$ cat src/rtl/tlbw_pkg.sv
package tlbw_pkg;
    timeunit 1ns; timeprecision 1ps;

    localparam int unsigned OFS_W     = 9;              // 512-byte pages
    localparam int unsigned VPN_W     = 7;
    localparam int unsigned PPN_W     = 7;
    localparam int unsigned VA_W      = VPN_W + OFS_W;
    localparam int unsigned PA_W      = PPN_W + OFS_W;
    localparam int unsigned DATA_W    = 16;
    localparam int unsigned PTE_SHIFT = 1;              // two bytes per entry
    localparam int unsigned PTE_W     = PPN_W + 6;

    typedef enum logic [1:0] {
        ACC_LOAD  = 2'd0,
        ACC_STORE = 2'd1,
        ACC_FETCH = 2'd2,
        ACC_RSVD  = 2'd3
    } acc_kind_e;

    // valid is bit 0, frame sits at the top
    typedef struct packed {
        logic [PPN_W-1:0] frame;
        logic             dirty;
        logic             refd;
        logic             ex;
        logic             wr;
        logic             rd;
        logic             vld;
    } pte_t;

    typedef enum logic [1:0] {
        ST_IDLE,
        ST_FETCH,
        ST_STORE
    } walk_state_e;
endpackage

$ cat src/rtl/tlbw_perm.sv
module tlbw_perm
    import tlbw_pkg::*;
(
    input  pte_t      pte_i,
    input  acc_kind_e kind_i,
    output logic      ok_o,
    output pte_t      upd_o,
    output logic      wb_o
);
    timeunit 1ns; timeprecision 1ps;

    logic right;

    always_comb begin
        unique case (kind_i)
            ACC_LOAD:  right = pte_i.rd;
            ACC_STORE: right = pte_i.wr;
            ACC_FETCH: right = pte_i.ex;
            default:   right = 1'b0;
        endcase
        ok_o        = pte_i.vld && right;
        upd_o       = pte_i;
        upd_o.refd  = 1'b1;
        if (kind_i == ACC_STORE) begin
            upd_o.dirty = 1'b1;
        end
        wb_o = ok_o && (upd_o != pte_i);
    end
endmodule

$ cat src/rtl/tlbw_cache.sv
module tlbw_cache
    import tlbw_pkg::*;
#(
    parameter int unsigned ENTRIES = 4,
    localparam int unsigned IDX_W  = $clog2(ENTRIES)
) (
    input  logic             clk,
    input  logic             rst_n,
    input  logic             flush,
    input  logic [VPN_W-1:0] lk_vpn,
    output logic             lk_hit,
    output logic [IDX_W-1:0] lk_idx,
    output pte_t             lk_pte,
    input  logic             inst_en,
    input  logic [VPN_W-1:0] inst_vpn,
    input  pte_t             inst_pte,
    input  logic             upd_en,
    input  logic [IDX_W-1:0] upd_idx,
    input  pte_t             upd_pte
);
    timeunit 1ns; timeprecision 1ps;

    logic [ENTRIES-1:0]       match;
    pte_t [ENTRIES-1:0]       ent_pte;
    logic [IDX_W-1:0]         rr_q;

    for (genvar g = 0; g < ENTRIES; g++) begin : g_ent
        logic             v_q;
        logic [VPN_W-1:0] tag_q;
        pte_t             pte_q;

        always_ff @(posedge clk or negedge rst_n) begin
            if (!rst_n) begin
                v_q   <= 1'b0;
                tag_q <= '0;
                pte_q <= '0;
            end else if (flush) begin
                v_q <= 1'b0;
            end else if (inst_en && rr_q == IDX_W'(g)) begin
                v_q   <= 1'b1;
                tag_q <= inst_vpn;
                pte_q <= inst_pte;
            end else if (upd_en && upd_idx == IDX_W'(g)) begin
                pte_q <= upd_pte;
            end
        end

        assign match[g]   = v_q && (tag_q == lk_vpn);
        assign ent_pte[g] = pte_q;
    end

    always_comb begin
        lk_hit = 1'b0;
        lk_idx = '0;
        lk_pte = '0;
        for (int i = 0; i < ENTRIES; i++) begin
            if (match[i] && !lk_hit) begin
                lk_hit = 1'b1;
                lk_idx = IDX_W'(i);
                lk_pte = ent_pte[i];
            end
        end
    end

    always_ff @(posedge clk or negedge rst_n) begin
        if (!rst_n) begin
            rr_q <= '0;
        end else if (flush) begin
            rr_q <= '0;
        end else if (inst_en) begin
            rr_q <= (rr_q == IDX_W'(ENTRIES - 1)) ? '0 : rr_q + 1'b1;
        end
    end
endmodule

$ cat src/rtl/tlbw_mmu.sv
module tlbw_mmu
    import tlbw_pkg::*;
#(
    parameter int unsigned ENTRIES = 4
) (
    input  logic              clk,
    input  logic              rst_n,
    input  logic              flush,
    input  logic [PA_W-1:0]   pt_base,
    input  logic              req_valid,
    output logic              req_ready,
    input  logic [VA_W-1:0]   req_vaddr,
    input  logic [1:0]        req_kind,
    output logic              rsp_valid,
    output logic [PA_W-1:0]   rsp_paddr,
    output logic              rsp_page_fault,
    output logic              rsp_prot_fault,
    output logic              mem_valid,
    output logic              mem_write,
    output logic [PA_W-1:0]   mem_addr,
    output logic [DATA_W-1:0] mem_wdata,
    input  logic              mem_rsp_valid,
    input  logic [DATA_W-1:0] mem_rdata
);
    timeunit 1ns; timeprecision 1ps;

    localparam int unsigned IDX_W = $clog2(ENTRIES);

    walk_state_e      state_q, state_d;
    logic [VPN_W-1:0] req_vpn, cur_vpn_q;
    logic [OFS_W-1:0] req_ofs, cur_ofs_q, fire_ofs;
    acc_kind_e        req_kind_e, cur_kind_q;
    pte_t             lk_pte, hit_upd, fet_pte, fet_upd, inst_pte, wb_pte_q, wb_pte_d;
    logic             lk_hit, hit_ok, hit_wb, fet_ok, fet_wb;
    logic [IDX_W-1:0] lk_idx;
    logic             accept, inst_en, upd_en, fire, fire_pf, fire_xf;
    logic [PPN_W-1:0] fire_frame;
    logic [PA_W-1:0]  addr_q;
    logic             unused_hi;

    assign req_vpn    = req_vaddr[VA_W-1:OFS_W];
    assign req_ofs    = req_vaddr[OFS_W-1:0];
    assign req_kind_e = acc_kind_e'(req_kind);
    assign fet_pte    = pte_t'(mem_rdata[PTE_W-1:0]);
    assign unused_hi  = ^mem_rdata[DATA_W-1:PTE_W];

    tlbw_cache #(.ENTRIES(ENTRIES)) u_cache (
        .clk      (clk),
        .rst_n    (rst_n),
        .flush    (flush),
        .lk_vpn   (req_vpn),
        .lk_hit   (lk_hit),
        .lk_idx   (lk_idx),
        .lk_pte   (lk_pte),
        .inst_en  (inst_en),
        .inst_vpn (cur_vpn_q),
        .inst_pte (inst_pte),
        .upd_en   (upd_en),
        .upd_idx  (lk_idx),
        .upd_pte  (hit_upd)
    );

    tlbw_perm u_hit_perm (
        .pte_i (lk_pte),
        .kind_i(req_kind_e),
        .ok_o  (hit_ok),
        .upd_o (hit_upd),
        .wb_o  (hit_wb)
    );

    tlbw_perm u_fet_perm (
        .pte_i (fet_pte),
        .kind_i(cur_kind_q),
        .ok_o  (fet_ok),
        .upd_o (fet_upd),
        .wb_o  (fet_wb)
    );

    // next state and control strobes
    always_comb begin
        state_d    = state_q;
        accept     = 1'b0;
        inst_en    = 1'b0;
        inst_pte   = fet_pte;
        upd_en     = 1'b0;
        fire       = 1'b0;
        fire_pf    = 1'b0;
        fire_xf    = 1'b0;
        fire_frame = '0;
        wb_pte_d   = wb_pte_q;
        unique case (state_q)
            ST_IDLE: begin
                if (req_valid) begin
                    accept = 1'b1;
                    if (!lk_hit) begin
                        state_d = ST_FETCH;
                    end else if (!hit_ok) begin
                        fire    = 1'b1;
                        fire_xf = 1'b1;
                    end else if (hit_wb) begin
                        upd_en   = 1'b1;
                        wb_pte_d = hit_upd;
                        state_d  = ST_STORE;
                    end else begin
                        fire       = 1'b1;
                        fire_frame = lk_pte.frame;
                    end
                end
            end
            ST_FETCH: begin
                if (mem_rsp_valid) begin
                    if (!fet_pte.vld) begin
                        fire    = 1'b1;
                        fire_pf = 1'b1;
                        state_d = ST_IDLE;
                    end else begin
                        inst_en  = 1'b1;
                        inst_pte = fet_ok ? fet_upd : fet_pte;
                        if (!fet_ok) begin
                            fire    = 1'b1;
                            fire_xf = 1'b1;
                            state_d = ST_IDLE;
                        end else if (fet_wb) begin
                            wb_pte_d = fet_upd;
                            state_d  = ST_STORE;
                        end else begin
                            fire       = 1'b1;
                            fire_frame = fet_pte.frame;
                            state_d    = ST_IDLE;
                        end
                    end
                end
            end
            ST_STORE: begin
                if (mem_rsp_valid) begin
                    fire       = 1'b1;
                    fire_frame = wb_pte_q.frame;
                    state_d    = ST_IDLE;
                end
            end
            default: state_d = ST_IDLE;
        endcase
    end

    assign fire_ofs = (state_q == ST_IDLE) ? req_ofs : cur_ofs_q;

    // state register
    always_ff @(posedge clk or negedge rst_n) begin
        if (!rst_n) state_q <= ST_IDLE;
        else        state_q <= state_d;
    end

    // response and request-context registers
    always_ff @(posedge clk or negedge rst_n) begin
        if (!rst_n) begin
            rsp_valid      <= 1'b0;
            rsp_paddr      <= '0;
            rsp_page_fault <= 1'b0;
            rsp_prot_fault <= 1'b0;
            cur_vpn_q      <= '0;
            cur_ofs_q      <= '0;
            cur_kind_q     <= ACC_LOAD;
            wb_pte_q       <= '0;
            addr_q         <= '0;
        end else begin
            rsp_valid      <= fire;
            rsp_page_fault <= fire && fire_pf;
            rsp_prot_fault <= fire && fire_xf;
            if (fire) begin
                rsp_paddr <= (fire_pf || fire_xf) ? '0 : {fire_frame, fire_ofs};
            end
            if (accept) begin
                cur_vpn_q  <= req_vpn;
                cur_ofs_q  <= req_ofs;
                cur_kind_q <= req_kind_e;
                addr_q     <= pt_base + (PA_W'(req_vpn) << PTE_SHIFT);
            end
            wb_pte_q <= wb_pte_d;
        end
    end

    assign req_ready = (state_q == ST_IDLE);
    assign mem_valid = (state_q != ST_IDLE);
    assign mem_write = (state_q == ST_STORE);
    assign mem_addr  = addr_q;
    assign mem_wdata = {{(DATA_W - PTE_W){1'b0}}, wb_pte_q};
endmodule

$ cat config.mk
export PLATFORM = sky130hd
export DESIGN_NAME = tlbw_mmu
export DESIGN_NICKNAME = d
export VERILOG_FILES = /design/src/rtl/tlbw_pkg.sv /design/src/rtl/tlbw_perm.sv /design/src/rtl/tlbw_cache.sv /design/src/rtl/tlbw_mmu.sv
export SDC_FILE = /design/constraint.sdc
export NUM_CORES = 1
export LEC_CHECK = 0
export CORE_UTILIZATION = 55
export DETAILED_ROUTE_END_ITERATION = 6
export PLACE_DENSITY = 0.8
export SETUP_SLACK_MARGIN = 0.15
export SLEW_MARGIN = 5
export SYNTH_ARGS = -nofsm -noshare
export SYNTH_HDL_FRONTEND = slang
export SYNTH_SLANG_ARGS = --single-unit
$ cat constraint.sdc
create_clock -name clk -period 6.83 [get_ports clk]
set_input_delay 1.0245 -clock clk [delete_from_list [all_inputs] [get_ports clk]]
set_output_delay 1.0245 -clock clk [all_outputs]
set_load 0.1 [all_outputs]
### Yosys cells after proc, flatten, opt, wreduce, memory -nomap -nowiden

Cells that the tools add are included.

* flip-flop bits (word level): 154
* bits in latches: 0
* memory bits (writable): 0
* bits in read-only memories: 0
* output and inout port bits: 54
* logic and storage cells: 235
* memories kept: 0

* $add $sub $neg: 2
* $mul: 0
* div/mod/pow operators: 0
* $lt $le $gt $ge: 0
* eq/ne operators: 29
* shifts and indexed selects: 0
* muxes and demuxes: 99
* bitwise logic cells: 1
* reduce and logical (&&, ||, !) cells: 51

Operator list (number)
* $mux W13: 20
* $mux W7: 9
* $mux W1: 43
* $eq A7 B7 Y1: 4
* $mux W2: 14
* $pmux W13 S2: 1
* $mux W6: 4
* $reduce_bool A2 Y1: 11
* $logic_and A1 B1 Y1: 21
* $pmux W7 S3: 1
* $add A16 B8 Y16: 1
* $mux W16: 1
* $reduce_and A2 Y1: 8
* $eq A2 B2 Y1 const B: 7
* $eq A2 B1 Y1 const B: 5
* $logic_not A2 Y1: 5
* $ne A2 B2 Y1 const B: 5
* $mux W9: 1
* $pmux W1 S3: 3
* $reduce_and A9 Y1: 1
* $ne A2 B1 Y1 const B: 4
* $ne A3 B2 Y1 const B: 2
* $pmux W2 S3: 1
* $reduce_and A5 Y1: 1
* 6 further kinds: 9

### Logic depth before layout (Yosys ltp)

* word-level depth: 23
* depth in mapped cells: 15

### By module

Synthesis repeated with hierarchy kept, for this count alone.

* cell total of the unflattened synthesis: 862
* area total of the unflattened synthesis: 8583.2 sq um

Modules (own cells, without submodules)
* tlbw_cache: instances 1, cells each 450, area an instance 4790.8 sq um, sequential area each 2152.1 sq um
* tlbw_mmu: instances 1, cells each 370, area an instance 3497.1 sq um, sequential area each 1701.6 sq um
* tlbw_perm: instances 2, cells each 21, area an instance 147.6 sq um, sequential area each 0.0 sq um

### Worst setup path before layout

Ideal clock, no wire load.

* kind: input port to flip-flop
* start: input req_vaddr[13]
* end: register wb_pte_q (netlist bit mem_wdata[10])
* arrival: 3535 ps
* required time: 6704 ps
* slack: 3170 ps
* stages on the path: 12
* buffers on the path: 3
* cells stage by stage: buf_6 -> xor2_1 -> nor4_4 -> o211a_1 -> buf_2 -> a221oi_1 -> a2bb2oi_1 -> a21oi_1 -> nand4_1 -> a21oi_1 -> buf_4 -> mux2_2

* longest elaborated chain between the ends: 17
* elaborated cells on any way between the ends: 36

RTL lines
* start, declared: RTL line tlbw_mmu.sv:12 `input logic [VA_W-1:0] req_vaddr,`
* $eq A7 B7 Y1: RTL line tlbw_cache.sv:48 `assign match[g] = v_q && (tag_q == lk_vpn);`
* $logic_and A1 B1 Y1: RTL line tlbw_cache.sv:48
* $mux W1: RTL line tlbw_cache.sv:57 `if (match[i] && !lk_hit) begin`
* $logic_not A1 Y1: RTL line tlbw_cache.sv:57
* $logic_and A1 B1 Y1: RTL line tlbw_cache.sv:57
* $mux W1: RTL line tlbw_cache.sv:57
* $logic_not A1 Y1: RTL line tlbw_cache.sv:57
* $logic_and A1 B1 Y1: RTL line tlbw_cache.sv:57
* $mux W1: RTL line tlbw_cache.sv:57
* $logic_not A1 Y1: RTL line tlbw_cache.sv:57
* $logic_and A1 B1 Y1: RTL line tlbw_cache.sv:57
* $mux W13: RTL line tlbw_cache.sv:57
* $pmux W1 S3, or another cell as far along: RTL line tlbw_perm.sv:15 `unique case (kind_i)`
* $logic_and A1 B1 Y1, or another cell as far along: RTL line tlbw_perm.sv:21 `ok_o = pte_i.vld && right;`
* $logic_and A1 B1 Y1 or $mux W13 (tied branches): RTL line tlbw_perm.sv:27, tlbw_mmu.sv:95
* $ne A2 B1 Y1 (no source line) or $mux W13 (tied branches)
* $reduce_and A9 Y1 (no source line) or $pmux W13 S2 (tied branches)
* end signal, assigned: RTL line tlbw_mmu.sv:178 `wb_pte_q <= wb_pte_d;`
* end, declared: RTL line tlbw_mmu.sv:33 `pte_t lk_pte, hit_upd, fet_pte, fet_upd, inst_pte, wb_pte_q, wb_pte_d;`

Parallel ways exist; a longest one is shown, timed or not. The select of a mux whose other input is x is not followed.
A chain may end at the register's enable or synchronous reset.

### Worst setup path in the final report

* start: input req_vaddr[11]
* end: register rsp_paddr[4]

* longest elaborated chain between the ends: 20
* elaborated cells on any way between the ends: 38

RTL lines
* $eq A7 B7 Y1: RTL line tlbw_cache.sv:48
* $logic_and A1 B1 Y1: RTL line tlbw_cache.sv:48
* $mux W1: RTL line tlbw_cache.sv:57
* $logic_not A1 Y1: RTL line tlbw_cache.sv:57
* $logic_and A1 B1 Y1: RTL line tlbw_cache.sv:57
* $mux W1: RTL line tlbw_cache.sv:57
* $logic_not A1 Y1: RTL line tlbw_cache.sv:57
* $logic_and A1 B1 Y1: RTL line tlbw_cache.sv:57
* [4 not listed]
* $pmux W1 S3 or $mux W1 (tied branches): RTL line tlbw_perm.sv:15, tlbw_perm.sv:24
* $logic_and A1 B1 Y1 or $ne A2 B2 Y1 (tied branches): RTL line tlbw_perm.sv:21, tlbw_perm.sv:27
* $logic_and A1 B1 Y1 or $mux W1 (tied branches): RTL line tlbw_perm.sv:27, tlbw_mmu.sv:97
* $mux W1, on equally long branches: RTL line tlbw_mmu.sv:100, tlbw_mmu.sv:95
* $mux W1, on equally long branches: RTL line tlbw_mmu.sv:97, tlbw_mmu.sv:93
* $mux W1 or $pmux W1 S2 (tied branches): RTL line tlbw_mmu.sv:95, tlbw_mmu.sv:91
* $mux W1 or $logic_or A1 B1 Y1 (tied branches): RTL line tlbw_mmu.sv:93, tlbw_mmu.sv:170
* $pmux W1 S3 or $mux W16 (tied branches): RTL line tlbw_mmu.sv:91, tlbw_mmu.sv:170
* end signal, assigned: RTL line tlbw_mmu.sv:170 `rsp_paddr <= (fire_pf || fire_xf) ? '0 : {fire_frame, fire_ofs};`
* end, declared: RTL line tlbw_mmu.sv:15 `output logic [PA_W-1:0] rsp_paddr,`

Parallel ways exist; a longest one is shown, timed or not.

==> results.py <==
metrics = {
    "clock_tree": {
        "cts-root-buf": "clkbuf_16",
        "clk_pin_slew_worst_paths_ns": 0.06,
        "cts_tree": "built",
        "clk_latency_ns": 0.43,
        "htree_levels": 4,
        "postCtsHoldBufs": 0,
        "cts_buffers": 17,
        "cts_setup_buffers": 0,
        "cts_resized": 0,
        "clock-sinks": 154,
        "ctsLongestPathBuffers": 2,
    },
    "floorplan": {
        "start_util_pct": 56.8,
        "io_pins": 109,
        "die_w_um": 122,
        "die_h_um": 122,
        "die_area_mm2": 0.0149,
        "design.core.area_mm2": 0.0140,
        "rows": 43,
    },
    "layout": {
        "diodes": 0,
        "drive_gt1_share_pct": 20.0,
        "n_fill_cell": 1033,
        "fin_cells": 1014,
        "finalNetCount": 888,
        "post-route-util_pct": 68.6,
        "area_growth_pct": 20.8,
    },
    "yosys": {
        "yosys_warnings": 0,
        "ys_types": 63,
        "syn_area_mm2": 0.00795,
        "avgSynthCellArea_um2": 10.8,
        "yosysSeqAreaShare_pct": 48.5,
        "synth_edf_count": 0,
        "postSynthCellCount": 735,
        "ys_ff_latch": 154,
        "synth-main-ff-cell": "dfrtp_1",
        "async_flop_share_pct": 100,
    },
    "timing": {
        "worst_slew_pin_slew_ns": 1.06,
        "hold_viol_final": 0,
        "fin_setup_tns_ns": 0,
        "final-setup-viol-count": 0,
        "final.min_clock_period_ns": 4.85,
        "period_share_pct": 71.1,
        "slew_headroom_pct": 29.2,
        "clock_skew_ns": 0.0112,
        "slew_viol_final": 0,
        "rsz0062_at_grt": "no",
        "fmax_ghz": 0.206,
    },
    "routing": {
        "drtIter0Drc": 396,
        "drc": 0,
        "wl_per_cell_um": 18.5,
        "drt_wl_total_um": 18800,
        "via_per_inst": 5.98,
        "first_pass_iters": 7,
        "postRouteAntennaNets": 0,
        "vias": 6060,
    },
    "placed_design": {
        "port_buffers": 102,
        "hpwl_um": 13100,
        "globalplace.congestion": 0.905,
        "dp.cells": 982,
    },
    "global_routing": {
        "grtUsageTotal_pct": 27.2,
        "grt_pass1_wl_um": 30800,
        "grt_remaining_overflow": 0,
        "grt_max_degree": 93,
        "first_global_vias": 6183,
        "antenna_found_initial": 0,
    },
    "critical_path": {
        "required_ns": 7.14,
        "r2r-start": "u_cache.g_ent[1].tag_q[4]",
        "worstPathArrival_ns": 5.17,
        "end_kind": "flop",
        "r2r-end": "rsp_paddr[4]",
        "critical-path-max-stage-delay_ns": 0.73,
        "crit_buf_inv": 1,
        "crit_family": "compound AO/OA/AOI/OAI gates",
        "path_cells": "clkdlybuf4s50_1 -> xnor2_2 -> nand4_2 -> nor2_1 -> a221oi_1 -> a2bb2oi_1 -> a21oi_1 -> and3_1 -> o21a_1 -> mux2_2",
        "cp_max_fo": 17,
        "ff2ff_path_depth": 9,
        "start_kind": "input port",
        "r2r_slack_ns": 2.91,
        "crit_type": "in -> reg",
        "crit_slowest_cell": "clkdlybuf4s50_1",
    },
    "min_path": {
        "min_from": "u_cache.ent_pte[0]",
        "min_path_type": "reg -> reg",
        "holdPathStages": 1,
        "whs_endpoint": "u_cache.ent_pte[0]",
    },
    "power_and_ir_drop": {
        "vdd_drop_max_mv": 0.324,
        "power.leakage_nw": 4.33,
        "powerDensity_mw_per_mm2": 393,
        "p_total_w": 0.00377,
    },
    "outcome": {
        "outcome": "finished, final reports clean",
    },
    "flow_run": {
        "drv_cap": 0,
    },
}
-- registers in the layout, indices dropped and copies added (netlist names) --
| register | flops |
|---|---|
| state_q | 2 |
| rsp_paddr | 16 |
| cur_vpn_q | 7 |
| mem_wdata | 13 |
| rsp_valid | 1 |
| u_cache.ent_pte | 52 |
| cur_ofs_q | 9 |
| mem_addr | 16 |
| rsp_page_fault | 1 |
| u_cache.g_ent.tag_q | 28 |
| u_cache.g_ent.v_q | 4 |
| u_cache.rr_q | 2 |
| rsp_prot_fault | 1 |
| cur_kind_q | 2 |
-- routing by layer --
layer	vias up	GRT usage (%)	wire, µm
met5	-	0	0
li1	2767	-	-
met3	49	6.97	1540
met4	0	11.6	486
met2	294	44.6	8990
met1	2950	34.1	7750
-- cells by family after synthesis --
kind of cell	after synthesis	share of synthesized area [%]
muxes	108	15.2
AOI/OAI and AO/OA	150	12.7
DFF	154	48.5
buffers and inverters	73	4.80
adders and majority gates	12	1.98
xor gates and xnor gates	39	4.96
other	1	0.0472
and+or+nand+nor	198	11.8
-- cell usage in the layout, fill, tap and decap left out, types with 4 or more instances in the layout --
master           count
a21oi_1             46
a2bb2oi_1            5
or2_2                7
inv_1               26
mux2_2             100
clkdlybuf4s50_1    101
nand2b_1             4
nor2_1              68
a22oi_1              9
o21ai_0             39
a221o_1              7
nor3_1              11
xnor2_1             21
mux2i_1              5
nor2b_1              5
xor2_1              11
and3_1               7
ha_1                11
dfrtp_1            154
nand2_1             63
a221oi_1            10
nand4_1             11
clkbuf_16           17
buf_4                8
clkinv_2             4
nand3_1              5
xnor2_2              7
-- worst reg2reg max path: stages, from the launching register on --
cell	delay (ns)
dfrtp_1	0.40
xnor2_2	0.17
nand4_2	0.23
nor2_1	0.72
a221oi_1	0.23
a2bb2oi_1	0.21
a21oi_1	0.29
and3_1	0.41
o21a_1	0.71
mux2_2	0.43
-- cells in the mapped netlist (3+ instances only) --
master,number,area share [%]
a21boi_0,3,0.28
a21o_1,3,0.28
a21oi_1,46,2.9
a221o_1,7,0.88
a221oi_1,10,1.1
a22oi_1,9,0.85
a2bb2oi_1,5,0.55
and2_1,3,0.24
and3_1,7,0.55
and4_1,3,0.33
buf_2,5,0.31
buf_4,7,0.66
buf_6,10,1.4
clkbuf_1,23,1.1
dfrtp_1,154,48
ha_1,11,1.7
inv_1,26,1.2
mux2_1,3,0.43
mux2_2,100,14
mux2i_1,5,0.63
nand2_1,64,3.0
nand2b_1,4,0.31
nand3_1,5,0.31
nand4_1,11,0.87
nor2_1,68,3.2
nor2b_1,5,0.39
nor3_1,11,0.69
o2111ai_1,3,0.33
o21ai_0,39,2.5
or2_2,7,0.55
xnor2_1,21,2.3
xnor2_2,7,1.4
xor2_1,11,1.2
-- through the flow --
step           hold slack [ns]  worst slack, ns  instance area (µm²)
3_5_place_dp             0.456             1.66                 8990
2_1_floorplan            0.440             3.17                 7960
4_1_cts                  0.472             2.06                 9600
6_report                 0.475             1.98                 9600
3_3_place_gp             0.450             1.77                 8990
5_1_grt                  0.495             1.79                 9600
-- area by class of cell --
cell class                      count  area, µm²  area share, %
Inverter                           28        105           1.09
Multi-Input combinational cell    510       3720           38.8
Timing Repair Buffer              110       1080           11.3
Clock buffer                       21        470           4.90
Tap cell                          180        225           2.35
Clock inverter                     11        143           1.49
Sequential cell                   154       3850           40.1
-- power by group --
group	internal, W	switching, W	total, W
Sequential	0.00113	0.000149	0.00128
Combinational	0.000428	0.00109	0.00152
Clock	0.000602	0.000374	0.000977
Total	0.00216	0.00161	0.00377
-- worst max path at each step --
stage | startpoint | to | slack, ns | cells after the start
after global routing | req_vaddr[12] | rsp_paddr[4] | 1.79 | 10
after global placement | req_vaddr[13] | rsp_paddr[2] | 1.77 | 10
after detailed placement | req_vaddr[11] | rsp_paddr[4] | 1.66 | 10
final | req_vaddr[11] | rsp_paddr[4] | 1.98 | 10
after floorplan | req_vaddr[13] | mem_wdata[10] | 3.17 | 12
after CTS | req_vaddr[11] | rsp_paddr[4] | 2.06 | 10
Note: power is estimated with default switching activity, not from simulation.
